**src/rtl/bq_pkg.sv**
```systemverilog
package bq_pkg;

    // Occupancy of the head register versus the backing store.
    typedef enum logic [1:0] {
        HD_EMPTY = 2'd0,   // nothing held
        HD_LIVE  = 2'd1,   // only the head register holds a word
        HD_SPILL = 2'd2    // head holds a word, store holds one or more
    } head_state_e;

    // Physical store size: padded so an address of at least one bit exists.
    function automatic int store_phys(input int slots);
        return (slots < 2) ? 2 : slots;
    endfunction

endpackage

```
**src/rtl/bq_ptr.sv**
```systemverilog
// Wrapping slot pointer. Counts modulo SLOTS; for SLOTS of 0 or 1 the wrap
// point is slot 0, so the pointer is held at zero forever.
module bq_ptr #(
    parameter int SLOTS = 3,
    parameter int AW    = 2
) (
    input  logic          clk,
    input  logic          rst_n,
    input  logic          adv,
    output logic [AW-1:0] ptr,
    output logic [AW-1:0] ptr_nxt
);

    localparam int LAST = (SLOTS > 1) ? SLOTS - 1 : 0;

    always_comb begin
        ptr_nxt = ptr;
        if (adv) begin
            if (ptr == AW'(LAST)) ptr_nxt = '0;
            else                  ptr_nxt = ptr + AW'(1);
        end
    end

    always_ff @(posedge clk or negedge rst_n) begin
        if (!rst_n) ptr <= '0;
        else        ptr <= ptr_nxt;
    end

endmodule

```
**src/rtl/bq_store.sv**
```systemverilog
// Synchronous-read store. The read address is registered one cycle early;
// a write landing on that same address is captured and forwarded, so the
// array never needs write-through behaviour.
module bq_store #(
    parameter int WIDTH = 16,
    parameter int SLOTS = 3,
    parameter int AW    = 2
) (
    input  logic             clk,
    input  logic             rst_n,
    input  logic             we,
    input  logic [AW-1:0]    waddr,
    input  logic [WIDTH-1:0] wdata,
    input  logic [AW-1:0]    raddr,
    output logic [WIDTH-1:0] rdata
);

    localparam int PHYS = bq_pkg::store_phys(SLOTS);

    logic [WIDTH-1:0] cells [PHYS];
    logic [WIDTH-1:0] rd_q;
    logic [WIDTH-1:0] fwd_q;
    logic             fwd_sel_q;

    always_ff @(posedge clk) begin
        if (we) cells[waddr] <= wdata;
    end

    always_ff @(posedge clk or negedge rst_n) begin
        if (!rst_n) begin
            rd_q      <= '0;
            fwd_q     <= '0;
            fwd_sel_q <= 1'b0;
        end else begin
            rd_q      <= cells[raddr];
            fwd_sel_q <= we && (waddr == raddr);
            fwd_q     <= wdata;
        end
    end

    assign rdata = fwd_sel_q ? fwd_q : rd_q;

endmodule

```
**src/rtl/bq_ctrl.sv**
```systemverilog
// Head controller: decides where each accepted push lands (head or store),
// when the head reloads from the store, and keeps the word count.
module bq_ctrl
    import bq_pkg::*;
#(
    parameter int DEPTH = 4,
    parameter int CW    = 3
) (
    input  logic          clk,
    input  logic          rst_n,
    input  logic          in_valid,
    input  logic          out_ready,
    output logic          in_ready,
    output logic          head_valid,
    output logic [CW-1:0] level,
    output logic          head_load,
    output logic          head_from_mem,
    output logic          mem_we,
    output logic          rd_adv
);

    head_state_e state_q, state_d;
    logic        push_ok;
    logic        pop_ok;
    logic        full_w;

    assign full_w     = (level == CW'(DEPTH));
    assign in_ready   = !full_w;
    assign head_valid = (state_q != HD_EMPTY);
    assign push_ok    = in_valid && !full_w;
    assign pop_ok     = out_ready && head_valid;

    // State register and word count.
    always_ff @(posedge clk or negedge rst_n) begin
        if (!rst_n) begin
            state_q <= HD_EMPTY;
            level   <= '0;
        end else begin
            state_q <= state_d;
            level   <= level + CW'(push_ok) - CW'(pop_ok);
        end
    end

    // Transitions and datapath controls.
    always_comb begin
        state_d       = state_q;
        head_load     = 1'b0;
        head_from_mem = 1'b0;
        mem_we        = 1'b0;
        rd_adv        = 1'b0;
        unique case (state_q)
            HD_EMPTY: begin
                // fill
                head_load = push_ok;
                if (push_ok) state_d = HD_LIVE;
            end
            HD_LIVE: begin
                if (pop_ok) begin
                    // refill (bypass) or drain
                    head_load = push_ok;
                    state_d   = push_ok ? HD_LIVE : HD_EMPTY;
                end else if (push_ok) begin
                    // spill
                    mem_we  = 1'b1;
                    state_d = HD_SPILL;
                end
            end
            HD_SPILL: begin
                mem_we = push_ok;
                if (pop_ok) begin
                    head_load     = 1'b1;
                    head_from_mem = 1'b1;
                    rd_adv        = 1'b1;
                    // unspill when the last stored word moves into the head
                    if (!push_ok && level == CW'(2)) state_d = HD_LIVE;
                    else                             state_d = HD_SPILL;
                end
            end
            default: state_d = HD_EMPTY;
        endcase
    end

endmodule

```
**src/rtl/bypass_queue.sv**
```systemverilog
// Single-clock queue, selectable fall-through or registered read style.
module bypass_queue #(
    parameter int WIDTH = 16,
    parameter int DEPTH = 4,
    parameter bit FWFT  = 1'b1
) (
    input  logic                       clk,
    input  logic                       rst_n,
    input  logic                       in_valid,
    output logic                       in_ready,
    input  logic [WIDTH-1:0]           in_data,
    output logic                       out_valid,
    input  logic                       out_ready,
    output logic [WIDTH-1:0]           out_data,
    output logic [$clog2(DEPTH+1)-1:0] level,
    output logic                       empty,
    output logic                       full
);

    localparam int SLOTS = DEPTH - 1;                  // words behind the head
    localparam int PHYS  = bq_pkg::store_phys(SLOTS);
    localparam int AW    = $clog2(PHYS);
    localparam int CW    = $clog2(DEPTH + 1);

    logic             head_valid;
    logic             head_load;
    logic             head_from_mem;
    logic             mem_we;
    logic             rd_adv;
    logic [AW-1:0]    wr_ptr;
    logic [AW-1:0]    wr_ptr_nxt;
    logic [AW-1:0]    rd_ptr;
    logic [AW-1:0]    rd_ptr_nxt;
    logic [WIDTH-1:0] mem_rdata;
    logic [WIDTH-1:0] head_q;

    bq_ctrl #(.DEPTH(DEPTH), .CW(CW)) u_ctrl (
        .clk          (clk),
        .rst_n        (rst_n),
        .in_valid     (in_valid),
        .out_ready    (out_ready),
        .in_ready     (in_ready),
        .head_valid   (head_valid),
        .level        (level),
        .head_load    (head_load),
        .head_from_mem(head_from_mem),
        .mem_we       (mem_we),
        .rd_adv       (rd_adv)
    );

    bq_ptr #(.SLOTS(SLOTS), .AW(AW)) u_wptr (
        .clk    (clk),
        .rst_n  (rst_n),
        .adv    (mem_we),
        .ptr    (wr_ptr),
        .ptr_nxt(wr_ptr_nxt)
    );

    bq_ptr #(.SLOTS(SLOTS), .AW(AW)) u_rptr (
        .clk    (clk),
        .rst_n  (rst_n),
        .adv    (rd_adv),
        .ptr    (rd_ptr),
        .ptr_nxt(rd_ptr_nxt)
    );

    // Prefetch at the pointer's next value so the head can reload in one cycle.
    bq_store #(.WIDTH(WIDTH), .SLOTS(SLOTS), .AW(AW)) u_store (
        .clk  (clk),
        .rst_n(rst_n),
        .we   (mem_we),
        .waddr(wr_ptr),
        .wdata(in_data),
        .raddr(rd_ptr_nxt),
        .rdata(mem_rdata)
    );

    always_ff @(posedge clk or negedge rst_n) begin
        if (!rst_n)         head_q <= '0;
        else if (head_load) head_q <= head_from_mem ? mem_rdata : in_data;
    end

    assign out_valid = head_valid;
    assign empty     = (level == '0);
    assign full      = (level == CW'(DEPTH));

    generate
        if (FWFT) begin : g_fall_through
            assign out_data = head_q;
        end else begin : g_staged
            logic [WIDTH-1:0] stage_q;
            always_ff @(posedge clk or negedge rst_n) begin
                if (!rst_n)                       stage_q <= '0;
                else if (out_valid && out_ready)  stage_q <= head_q;
            end
            assign out_data = stage_q;
        end
    endgenerate

endmodule

```
**config.mk**
```make
export PLATFORM = sky130hd
export DESIGN_NAME = bypass_queue
export DESIGN_NICKNAME = d
export VERILOG_FILES = /design/src/rtl/bq_pkg.sv /design/src/rtl/bq_ptr.sv /design/src/rtl/bq_store.sv /design/src/rtl/bq_ctrl.sv /design/src/rtl/bypass_queue.sv
export SDC_FILE = /design/constraint.sdc
export NUM_CORES = 1
export LEC_CHECK = 0
export BUFFER_PORTS_ARGS = -buffer_cell sky130_fd_sc_hd__buf_2
export CORE_UTILIZATION = 45
export DETAILED_ROUTE_END_ITERATION = 7
export GPL_TIMING_DRIVEN = 0
export PLACE_DENSITY_LB_ADDON = 0.3
export SYNTH_ARGS = -nofsm -noshare
export SYNTH_HDL_FRONTEND = slang
export SYNTH_SLANG_ARGS = --single-unit
```
**constraint.sdc**
```tcl
create_clock -name clk -period 3.41 [get_ports clk]
set_input_delay 0 -clock clk [delete_from_list [all_inputs] [get_ports clk]]
set_output_delay 0 -clock clk [all_outputs]
set_load 0.05 [all_outputs]
```
**Yosys cells after proc, flatten, opt, wreduce, memory -nomap -nowiden**

Memories as Yosys holds them, arrays and structs flattened. A register that Yosys moved wholly into a read port is not among the register bits.
Index checks and enable logic that the tools add are counted.
W data, S select, Z words.

- Add/subtract/negate cells: 4
- Equality and inequality tests: 10
- Muxes and demuxes: 21
- Reductions and logical operators: 11

Operator list:

| kind | count |
|---|---|
| $mux W16 | 2 |
| $mux W2 | 8 |
| $mux W1 | 8 |
| $eq A2 B2 Y1 const B | 3 |
| $pmux W2 S3 | 1 |
| $add A2 B1 Y2 const B | 2 |
| $logic_and A1 B1 Y1 | 4 |
| $ne A2 B1 Y1 const B | 2 |
| $add A3 B1 Y3 | 1 |
| $eq A3 B2 Y1 const B | 1 |
| $eq A3 B3 Y1 const B | 1 |
| $logic_not A1 Y1 | 3 |
| $logic_not A3 Y1 | 1 |
| $ne A3 B1 Y1 const B | 1 |
| $pmux W1 S3 | 1 |
| $reduce_and A3 Y1 | 1 |
| $sub A3 B1 Y3 | 1 |
| $eq A2 B1 Y1 const B | 1 |
| $eq A2 B2 Y1 | 1 |
| $logic_not A2 Y1 | 1 |
| $pmux W1 S2 | 1 |
| $reduce_bool A2 Y1 | 1 |

- Bits in registers: 42
- RAM bits: 48
- Memories: 1

Memories:

| memory | depth | bits a word | rd ports | clocked after Yosys merged registers in | write ports | line | text |
|---|---|---|---|---|---|---|---|
| u_store.cells | 3 | 16 | 1 | 1 | 1 | bq_store.sv:20 | `logic [WIDTH-1:0] cells [PHYS];` |

**Depth between registers and ports, before layout**

Gate-level depths: netlist of the first run.

- Word-level depth: 8
- Gate-level depth with buffers: 9

**Cells and area by module**

A second synthesis of the first run with hierarchy kept.

- Cell total of the unflattened synthesis: 289
- Area, all modules: 4,272.8 um^2

By module, submodules not included:

| module | instances | cells each | area an instance (um^2) | seq. area each (um^2) |
|---|---|---|---|---|
| bq_store | 1 | 159 | 2,920.3 | 2,267.2 |
| bypass_queue | 1 | 71 | 758.2 | 400.4 |
| bq_ctrl | 1 | 45 | 421.7 | 125.1 |
| bq_ptr | 2 | 7 | 86.3 | 50.0 |

**Worst setup path after synthesis of the first run**

Ideal clock, no wire load.

- Path type: register to register
- Start: register u_ctrl.level[1]
- End: memory u_store.cells[2][0], enable pin
- Setup time: 413 ps
- Arrival: 2,639 ps
- Setup slack: 358 ps
- Stages on the path, launching flop included: 6
- Path buffers: 1
- Clock period less this slack: 3,052 ps
- Cell sequence: dfrtp_1 -> or3b_1 -> buf_6 -> and2_4 -> nand3_2 -> nor3b_1

- Longest elaborated chain between the ends: 8

RTL lines:

| what | line | text |
|---|---|---|
| start: declaration | bq_ctrl.sv:15 | `output logic [CW-1:0] level,` |
| start signal: assignment | bq_ctrl.sv:40 | `level <= level + CW'(push_ok) - CW'(pop_ok);` |
| $eq A3 B3 Y1 * | bq_ctrl.sv:27 | `assign full_w = (level == CW'(DEPTH));` |
| $logic_not A1 Y1 * | -- |  |
| net in_ready | bypass_queue.sv:10 | `output logic in_ready,` |
| $logic_and A1 B1 Y1 * | bq_ctrl.sv:30 | `assign push_ok = in_valid && !full_w;` |
| $mux W1 | bq_ctrl.sv:62 | `end else if (push_ok) begin` |
| $mux W1 | bq_ctrl.sv:58 | `if (pop_ok) begin` |
| $pmux W1 S2 * | bq_ctrl.sv:51 | `unique case (state_q)` |
| $mux W1 * | bq_store.sv:26 | `if (we) cells[waddr] <= wdata;` |
| $mux W1 (not written as such) * | bq_store.sv:26 |  |
| end: declaration | bq_store.sv:20 |  |

Mark *: on every way through the listed nets, which the timed path passes. The rest lies on a longest branch.

**Worst setup path after layout of the first run**

- Start: register u_ctrl.state_q[0]
- End: memory u_store.cells[0][6], enable pin

- Longest elaborated chain between the ends: 6
- Elaborated cells between the ends (all ways): 8
- Those cells by class: eq/ne: 2; mux: 4; reduce/logical: 2

RTL lines:

| what | line | text |
|---|---|---|
| start: declaration | bq_ctrl.sv:22 | `head_state_e state_q, state_d;` |
| start signal: assignment | bq_ctrl.sv:39 | `state_q <= state_d;` |
| $reduce_bool A2 Y1 | bq_ctrl.sv:29 | `assign head_valid = (state_q != HD_EMPTY);` |
| $logic_and A1 B1 Y1 | bq_ctrl.sv:31 | `assign pop_ok = out_ready && head_valid;` |
| $mux W1 | bq_ctrl.sv:58 |  |
| $pmux W1 S2 * | bq_ctrl.sv:51 |  |
| $mux W1 * | bq_store.sv:26 |  |
| $mux W1 (not written as such) * | bq_store.sv:26 |  |

Mark *: on every way between the ends. The rest lies on a longest branch, timed or not.

==> results.cfg, run 1 <==
[outcome]
outcome = completed

[die]
die_area_um2 = 10800
io_pins = 43
row_count = 36
core_area_um2 = 9950
fp.dieH_um = 104
die_w_um = 104
start_util_pct = 47.1

[pwr]
powerDensity_nw_per_um2 = 835
p_leak_nw = 2.12
peakVddDrop_v = 0.000668

[critical_path]
endpoint_kind = flop
cp_max_fo = 10
worstPathArrival_ns = 2.68
path_class = reg -> reg
cp_top_family = simple AND/OR/NAND/NOR gates
cpMaxStageDelayCell = nor3_2
crit_path_cell_trace = inv_1, ha_1, nand2b_1, a21o_1, nand3_2, nor3_2, buf_6
path_buf_inv = 2
slowest_delay_ns = 0.72
cp.required_ns = 3.50
cp-start-kind = flop

[sta]
maxSlewViolCount = 0
worst_pin_slew_ns = 0.900
hold_violations = 0
slew_headroom_pct = 39.7
layout_min_cycle_time_ns = 2.59
finalSetupTns_ns = 0
fmax_mhz = 386
post-route-period-util_pct = 76.0
finalSetupViolCount = 0
rsz0062_at_grt = false
finClkSkew_ns = 0.0161

[yosys]
synth.net_count = 399
synthMuxAreaShare_pct = 11.4
syn_area_per_cell_um2 = 12.6
synth_top_family_by_area = compound AO/OA/AOI/OAI gates
ys_seq_area_share_pct = 61.7
synth.area.top_cells = dfrtp_1 (31%), edfxtp_1 (31%), mux2i_1 (10%)
synth_top_area_cell = dfrtp_1
ys_ff_latch = 106
synthAdderAreaFrac_pct = 1.76
synth-warning-count = 0
async_flop_share_pct = 54.7
synthSimpleGateAreaFrac_pct = 7.21
synth_top_area_share_pct = 31.0
synth_flop_cell = dfrtp_1
synth-compound-area-share_pct = 13.1
synth_edf_count = 48
synth_cells = 373
synth_area_um2 = 4690
synth.distinct_cells = 41
synth-xor-area-share_pct = 0.934

[detailed_routing]
vias_per_cell = 5.44
drt-total-wl_mm = 10.2
ant_nets = 0
drt_pass1_iterations = 4
via_count = 3184
wl_per_cell_um = 17.5
drt_iter0_markers = 214
drc_errors = 0

[grt]
antenna_found_initial = 0
gr-total-overflow = 0
grt_max_degree = 59
grt_pass1_vias = 3147
grt_pass1_wl_mm = 16.2
grtUsageTotal_pct = 19.8

[clocking]
cts.root.buffer_cell = clkbuf_8
htreeDepth = 3
cts_setup_buffers = 0
numCtsBuffers = 9
cts_tree = yes
clock-sinks = 106
hold_buffers = 17
clock_latency_ns = 0.38
cts_resized = 0
clk_path_buf_depth = 2
clk_pin_slew_ns = 0.09

[cells_and_area]
fin_nets = 473
seqCellArea_um2 = 2890
syn_to_final_growth_pct = 17.0
multi_input_area_um2 = 1630
final_cell_mix = dfrtp_1 (58), buf_2 (49), mux2i_1 (48), edfxtp_1 (48), nand2_1 (35)
layout_commonest_cell = dfrtp_1
antenna_cells = 0
final_cells = 585
nFillCells = 830
drive_above_1_share_pct = 21.2

[place]
port_buffers = 42
place.gp.congestion = 0.750
placed_cells = 552
dp.final_hpwl_mm = 6.90

[min_path]
hold_path.class = in -> reg

[run]
maxCapViolCount = 0
[worst register-to-register path, cell delays in order, from the launching register on]
cell      delay (ns)
dfrtp_1         0.42
inv_1           0.09
ha_1            0.25
nand2b_1        0.24
a21o_1          0.16
nand3_2         0.17
nor3_2          0.73
buf_6           0.25
[sequential cells by signal, summed over array words and instances, names as in the netlist]
register           flops
u_store.cells         48
out_data              16
u_store.fwd_q         16
u_store.rd_q          16
u_ctrl.level           3
u_ctrl.state_q         2
u_rptr.ptr             2
u_wptr.ptr             2
u_store.fwd_sel_q      1
[final cells by class]
cell class	instances	share of cell area [%]
multi-input cells	232	29.7
inverters	8	0.548
plain buffers	27	2.74
clock inverters	5	0.821
clock buffers	11	2.58
flip-flops and latches	106	52.7
well taps	133	3.03
repair buffers	63	7.80
[synth_stat cells, types with 2 or more instances]
library cell,count
dfrtp_1,58
edfxtp_1,48
mux2i_1,48
nand2_1,35
a21oi_1,34
nor2_1,25
o21ai_0,23
a32o_1,16
clkbuf_1,13
o21ai_2,10
buf_2,8
inv_1,8
ha_1,5
mux2_2,5
xnor2_1,5
nor3_1,4
a21o_1,2
buf_4,2
buf_6,2
[report_power, final]
part           switching, W  internal, W  total (W)
registers          0.000139      0.00165    0.00179
logic               0.00135     0.000706    0.00206
clock network      0.000437     0.000298   0.000735
total               0.00193      0.00265    0.00458
[worst paths after layout]
check | from | end | slack [ns] | cells past startpoint
setup / recovery | u_ctrl.state_q[0] | u_store.cells[0][6] | 0.82 | 7
hold / removal | in_valid | u_ctrl.level[0] | 0.09 | 3
setup reg to reg | u_ctrl.state_q[0] | u_store.cells[0][6] | 0.82 | 7
hold reg to reg | out_data[1] | out_data[1] | 0.52 | 2
max in group asynchronous | rst_n | u_store.fwd_q[12] | 2.68 | 2
min in group asynchronous | rst_n | u_store.rd_q[0] | 0.23 | 2
[per-layer routing]
metal / GRT usage [%] / wire length, um / vias up
li1: - / - / 1503
met1: 26.6 / 4710 / 1575
met2: 31.6 / 4810 / 90
met3: 4.14 / 538 / 16
met4: 7.65 / 161 / 0
met5: 0 / 0 / -
[logic make-up (layout without fill, tap and decap cells)]
kind of cell,Yosys count,after routing
XOR/XNOR,5,5
adder cells (fa/ha/maj),6,6
AO/OA/AOI/OAI,92,92
multiplexers,53,53
flip-flops,106,106
buffers and inverters,35,114
AND/OR/NAND/NOR,76,76
[through the flow]
step / area (um2) / setup WS (ns) / total power [W] / hold WS [ns] / utilization [%]
after floorplan: 4690 / 0.358 / 0.00335 / -0.296 / -
after global placement: 5060 / -0.482 / 0.00379 / 0.158 / 50.9
after detailed placement: 5120 / 0.826 / 0.00386 / 0.163 / 51.5
after CTS: 5480 / 0.806 / 0.00461 / 0.0845 / 55.1
after global routing: 5480 / 0.652 / 0.00485 / 0.106 / 55.1
final: 5480 / 0.819 / 0.00458 / 0.0930 / 55.1
Power figures use the tool's default switching activity.
==> run 2: changes to the inputs <==
--- a/config.mk
+++ b/config.mk
@@ -5,6 +5,7 @@
 export SDC_FILE = /design/constraint.sdc
 export NUM_CORES = 1
 export LEC_CHECK = 0
+export ABC_AREA = 1
 export BUFFER_PORTS_ARGS = -buffer_cell sky130_fd_sc_hd__buf_2
 export CORE_UTILIZATION = 45
 export DETAILED_ROUTE_END_ITERATION = 7
==> constraint.sdc (replaced) <==
create_clock -name clk -period 2.1 [get_ports clk]
set_input_delay 0 -clock clk [delete_from_list [all_inputs] [get_ports clk]]
set_output_delay 0 -clock clk [all_outputs]
set_load 0.05 [all_outputs]
==> run 2 against run 1 <==
Against the previous run:
- sequential share of layout area increased by 1.4 points
- die area shrank 3.5%
- maximum frequency increased by 32%
- largest cell class unchanged
- cell count increased by 16%
- worst hold slack got worse by 0.064 ns
- design area decreased by 2.4%
- critical endpoint is now u_store.cells[0][11]
==> results.cfg, run 2 <==
[yosys]
syn_area_per_cell_um2 = 9.72
ys_seq_area_share_pct = 64.0
synth_cells = 465
async_flop_share_pct = 54.7
synth-warning-count = 0
synth.distinct_cells = 23
ys_ff_latch = 106
synth_flop_cell = dfrtp_1
synth_common_cells = nand2_1 (183), inv_1 (64), dfrtp_1 (58)
synth.area.top_cells = dfrtp_1 (32%), edfxtp_1 (32%), nand2_1 (15%)
synth_edf_count = 48
synth_top_area_cell = dfrtp_1
synth_top_area_share_pct = 32.1
synth_area_um2 = 4520
synth.net_count = 491
yosysMostFrequentCell = nand2_1

[cells_and_area]
drive_above_1_share_pct = 17.6
syn_to_final_growth_pct = 18.3
nFillCells = 865
largest-register = u_store.cells
largest_reg_flops = 48
finalInstanceArea_um2 = 5350
antenna_cells = 0
seqCellArea_um2 = 2900
final_cell_mix = nand2_1 (181), inv_1 (62), dfrtp_1 (55), edfxtp_1 (48), nand3_1 (44)
multi_input_area_um2 = 1300
layout_commonest_cell = nand2_1
fin_nets = 565

[clocking]
clock_latency_ns = 0.38
cts_tree = yes
clock-sinks = 106
numCtsBuffers = 9
htreeDepth = 3
clk_pin_slew_ns = 0.11
cts.root.buffer_cell = clkbuf_8
clk_path_buf_depth = 2

[sta]
finalSetupViolCount = 0
rsz0062_at_grt = false
layout_min_cycle_time_ns = 1.96
slew_headroom_pct = 52.1
finClkSkew_ns = 0.0186
finalSetupTns_ns = 0
setup_ws_ns = 0.143
post-route-period-util_pct = 93.2
worst_pin_slew_ns = 0.718
maxSlewViolCount = 0
fmax_mhz = 511
whs_ns = 0.0285
hold_violations = 0

[die]
row_count = 36
die_area_um2 = 10500
core_area_um2 = 9770
io_pins = 43
die_w_um = 102
fp.dieH_um = 102
start_util_pct = 46.3

[grt]
gr-total-overflow = 0
antenna_found_initial = 0
grtUsageTotal_pct = 18.3
grt_max_degree = 59
grt_pass1_wl_mm = 14.1
grt_pass1_vias = 2838

[detailed_routing]
via_count = 3145
vias_per_cell = 4.65
wl_per_cell_um = 13.1
drt-total-wl_mm = 8.84
ant_nets = 0
drt_pass1_iterations = 4
drt_iter0_markers = 139
drc_errors = 0

[critical_path]
cp.required_ns = 2.18
slowest_delay_ns = 0.44
path_class = reg -> reg
critPathCapture = u_store.cells[0][11]
r2r-start = u_ctrl.state_q[1]
cpMaxStageDelayCell = dfrtp_1
cp-start-kind = flop
cp_max_fo = 16
r2r_slack_ns = 0.14
worstPathArrival_ns = 2.04
startpoint = u_ctrl.state_q[1]
endpoint_kind = flop
crit_path_cell_trace = inv_1, ha_1, inv_4, nand2_2, a21oi_1, nor2_2, nand3_1, clkinvlp_4, buf_12
rr_worst_depth = 9
r2r-end = u_store.cells[0][11]

[pwr]
p_leak_nw = 2.59
powerDensity_nw_per_um2 = 651
peakVddDrop_v = 0.000292

[place]
post-place-ws_ns = -0.341
dp.final_hpwl_mm = 5.91
port_buffers = 42
dpl-instance-area_um2 = 4930
place.gp.congestion = 0.841

[outcome]
outcome = completed

[run]
maxCapViolCount = 0

[min_path]
hold_path.class = in -> reg
[run 2: cell types whose count changed after synthesis, moves of 5 or more]
| cell | before | now |
|---|---|---|
| buf_2 | 8 | 2 |
| nand3_1 | 0 | 44 |
| inv_1 | 8 | 64 |
| a32o_1 | 16 | 0 |
| clkbuf_1 | 13 | 4 |
| nand2_1 | 35 | 183 |
| nor2_1 | 25 | 8 |
| mux2i_1 | 48 | 0 |
| o21ai_0 | 23 | 18 |
| nand2_4 | 0 | 7 |
| mux2_2 | 5 | 0 |
| o21ai_2 | 10 | 0 |
| a21oi_1 | 34 | 1 |
[run 2: worst min path at each step]
stage / startpoint / endpoint / slack (ns) / cells past startpoint
floorplan: rst_n / out_data[0] / -0.30 / 0
finish: in_valid / u_store.fwd_sel_q / 0.03 / 5
CTS: in_valid / u_store.fwd_sel_q / 0.03 / 5
detailed placement: in_data[14] / u_store.fwd_q[14] / 0.17 / 1
global route: in_valid / u_store.fwd_sel_q / 0.06 / 5
global placement: in_data[14] / u_store.fwd_q[14] / 0.16 / 1
[run 2: report_power, final]
part	switching, W	internal, W
combinational	0.0000622	0.0000413
sequential	0.00000421	0.00218
clock	0.000715	0.000477
[run 2: critical path: cells and delay by family, from the launching register on]
kind / cells / cell delay, ns
buffers and inverters: 4 / 0.45
AND/OR/NAND/NOR: 3 / 0.45
flip-flops: 1 / 0.44
adder cells (fa/ha/maj): 1 / 0.22
AO/OA/AOI/OAI: 1 / 0.09
[run 2: cell type report]
type | count | share of cell area (%)
clock buffer | 10 | 2.57
clock inverter | 6 | 0.888
buffer | 13 | 1.80
inverter | 68 | 4.98
sequential | 106 | 54.1
multi-input combinational | 278 | 24.3
tap | 133 | 3.11
timing repair buffer | 63 | 8.18
[run 2: per-stage QoR]
stage	instances	util [%]	total power (W)
finish	677	54.7	0.00348
global route	677	54.7	0.00360
CTS	677	54.7	0.00350
detailed placement	640	50.4	0.00231
global placement	640	50.4	0.00231
floorplan	465	-	0.00225
[run 2: repair_timing]
item                                    in CTS  in global routing
endpoints found under the setup margin      48                  0
gates resized for setup                      2                  0
hold buffers                                17                  0
setup buffers                                4                  0
hold endpoints to repair                   122                  0
[run 2: logic make-up (layout without fill, tap and decap cells)]
group                    count (synthesis)  after routing  synth area share, %
buffers and inverters                   81            160                 7.80
adder cells (fa/ha/maj)                  6              6                 1.83
AO/OA/AOI/OAI                           20             20                 2.27
flip-flops                             106            106                 64.0
XOR/XNOR                                 3              3                0.581
AND/OR/NAND/NOR                        249            249                 23.5
[run 2: per-layer routing]
metal | share of wire, % | track usage [%] | vias to the layer above
met3 | 3.8 | 3.01 | 12
met2 | 46 | 28.8 | 63
li1 | - | - | 1599
met4 | 2.0 | 7.14 | 0
met5 | 0 | 0 | -
met1 | 48 | 25.3 | 1471
==> run 3: changes to the inputs <==
==> constraint.sdc (replaced) <==
create_clock -name clk -period 2.3 [get_ports clk]
set_input_delay 0 -clock clk [delete_from_list [all_inputs] [get_ports clk]]
set_output_delay 0 -clock clk [all_outputs]
set_load 0.05 [all_outputs]
==> run 3 against run 2 <==
Against the previous run:
- cell count fell by 0.15%
- register-to-register slack improved by 0.07 ns
- non-clock buffer count fell by 1
- global-route usage fell by 0.31 points
- via count fell by 1.2%
- clock power fell by 12%
- clock-buffer cell count did not move
- sequential share of layout area rose by 0.15 points
- worst hold slack improved by 0.0059 ns
- sequential cell count did not move
- critical path type unchanged
==> results.cfg, run 3 (synthesis results as in run 2) <==
[grt]
grtUsageTotal_pct = 17.9
antenna_found_initial = 0
grt_pass1_wl_mm = 14.0
gr-total-overflow = 0
grt_max_degree = 59
grt_pass1_vias = 2825

[cells_and_area]
nFillCells = 871
fin_nets = 564
layout_commonest_cell = nand2_1
largest-register = u_store.cells
syn_to_final_growth_pct = 18.0
antenna_cells = 0
final_cell_mix = nand2_1 (182), inv_1 (62), dfrtp_1 (56), edfxtp_1 (48), nand3_1 (44)
finalInstanceArea_um2 = 5330
largest_reg_flops = 48
drive_above_1_share_pct = 16.8

[critical_path]
rr_worst_depth = 9
cp_top_family = simple AND/OR/NAND/NOR gates
cp-start-kind = flop
cpMaxStageDelayCell = dfrtp_1
cp_num_cells = 9
endpoint_kind = flop
startpoint = u_ctrl.state_q[0]
path_buf_inv = 4
crit_path_cell_trace = inv_1, ha_1, inv_2, nand2_1, a21oi_1, nor2_2, inv_1, nor3_4, buf_12
cp.required_ns = 2.38
slowest_delay_ns = 0.44
cp_max_fo = 16
crit_top_cell = inv_1
path_class = reg -> reg
r2r-start = u_ctrl.state_q[0]
worstPathArrival_ns = 2.17

[die]
die_w_um = 102
row_count = 36
start_util_pct = 46.3
io_pins = 43
core_area_um2 = 9770
fp.dieH_um = 102
die_area_um2 = 10500

[clocking]
clock_latency_ns = 0.37
cts.root.buffer_cell = clkbuf_8
clk_path_buf_depth = 2
cts_tree = yes
clk_pin_slew_ns = 0.11
numCtsBuffers = 9
htreeDepth = 3
clock-sinks = 106

[sta]
maxSlewViolCount = 0
fmax_mhz = 479
rsz0062_at_grt = false
worst_pin_slew_ns = 0.705
finClkSkew_ns = 0.0124
slew_headroom_pct = 53.0
finalSetupViolCount = 0
post-route-period-util_pct = 90.9
finalSetupTns_ns = 0
hold_violations = 0
layout_min_cycle_time_ns = 2.09

[place]
dpl-instance-area_um2 = 4910
dp.final_hpwl_mm = 5.81
place.gp.congestion = 0.829
port_buffers = 42

[min_path]
hold_path_depth = 5
min_from = in_valid
hold_path.class = in -> reg

[detailed_routing]
drt_iter0_markers = 171
drt_pass1_iterations = 4
drt-total-wl_mm = 8.74
wl_met3_um = 163
wl_met1_mm = 4.29
drc_errors = 0
top_layer = met4
ant_nets = 0
vias_per_cell = 4.60
via_count = 3107
wl_met2_mm = 4.18
wl_per_cell_um = 12.9

[pwr]
peakVddDrop_v = 0.000259
p_leak_nw = 2.58
powerDensity_nw_per_um2 = 589

[run]
maxCapViolCount = 0

[outcome]
outcome = completed
==> run 3: worst reg2reg max path, delay by kind of cell, from the launching register on <==
kind	cells	cell delay [ns]
and+or+nand+nor	3	0.57
buffers and inverters	4	0.48
DFF	1	0.44
adders and majority gates	1	0.19
AOI/OAI and AO/OA	1	0.11
==> run 3: repair_timing <==
item                       CTS  global route
pin swaps                    1             0
hold buffers                17             0
setup buffers                1             2
hold endpoints to repair   122             0
gates resized for setup      2             1
setup endpoints to repair   48            48
==> run 3: worst paths after layout <==
check / endpoint / slack [ns]
max in group asynchronous: u_ctrl.level[1] / 1.59
hold reg to reg: u_store.rd_q[7] / 0.45
min in group asynchronous: u_store.rd_q[1] / 0.21
hold / removal: u_store.fwd_sel_q / 0.03
setup / recovery: u_store.cells[2][10] / 0.21
setup reg to reg: u_store.cells[2][10] / 0.21
==> run 3: report_power, final <==
part,leakage [nW],internal [W],total [W],switching [W]
logic,1.33,0.0000377,0.0000944,0.0000567
registers,1.15,0.00199,0.00200,0.00000368
clock network,0.0916,0.000408,0.00105,0.000644
total,2.58,0.00244,0.00314,0.000704
==> run 3: metrics by stage <==
step | cells | setup WS [ns] | total power [W] | util (%) | hold slack, ns
6_report | 676 | 0.210 | 0.00314 | 54.6 | 0.0345
3_5_place_dp | 640 | -0.221 | 0.00211 | 50.3 | 0.165
5_1_grt | 676 | 0.0258 | 0.00325 | 54.6 | 0.0736
3_3_place_gp | 640 | -0.132 | 0.00211 | 50.3 | 0.161
4_1_cts | 674 | 0.0391 | 0.00317 | 54.1 | 0.0343
2_1_floorplan | 465 | 0.120 | 0.00205 | - | -0.296
==> run 3: area by class of cell <==
| class | instances | area [um2] | area share [%] |
|---|---|---|---|
| flip-flops and latches | 106 | 2900 | 54.3 |
| clock inverters | 6 | 48.8 | 0.915 |
| repair buffers | 62 | 443 | 8.30 |
| clock buffers | 10 | 128 | 2.39 |
| well taps | 133 | 166 | 3.12 |
| plain buffers | 13 | 96.3 | 1.81 |
| inverters | 68 | 264 | 4.95 |
| multi-input cells | 278 | 1290 | 24.2 |
==> run 3: routing by layer <==
metal / vias up / global-route usage (%)
li1: 1598 / -
met1: 1450 / 24.5
met2: 50 / 29.3
met3: 9 / 2.26
met4: 0 / 6.92
met5: - / 0
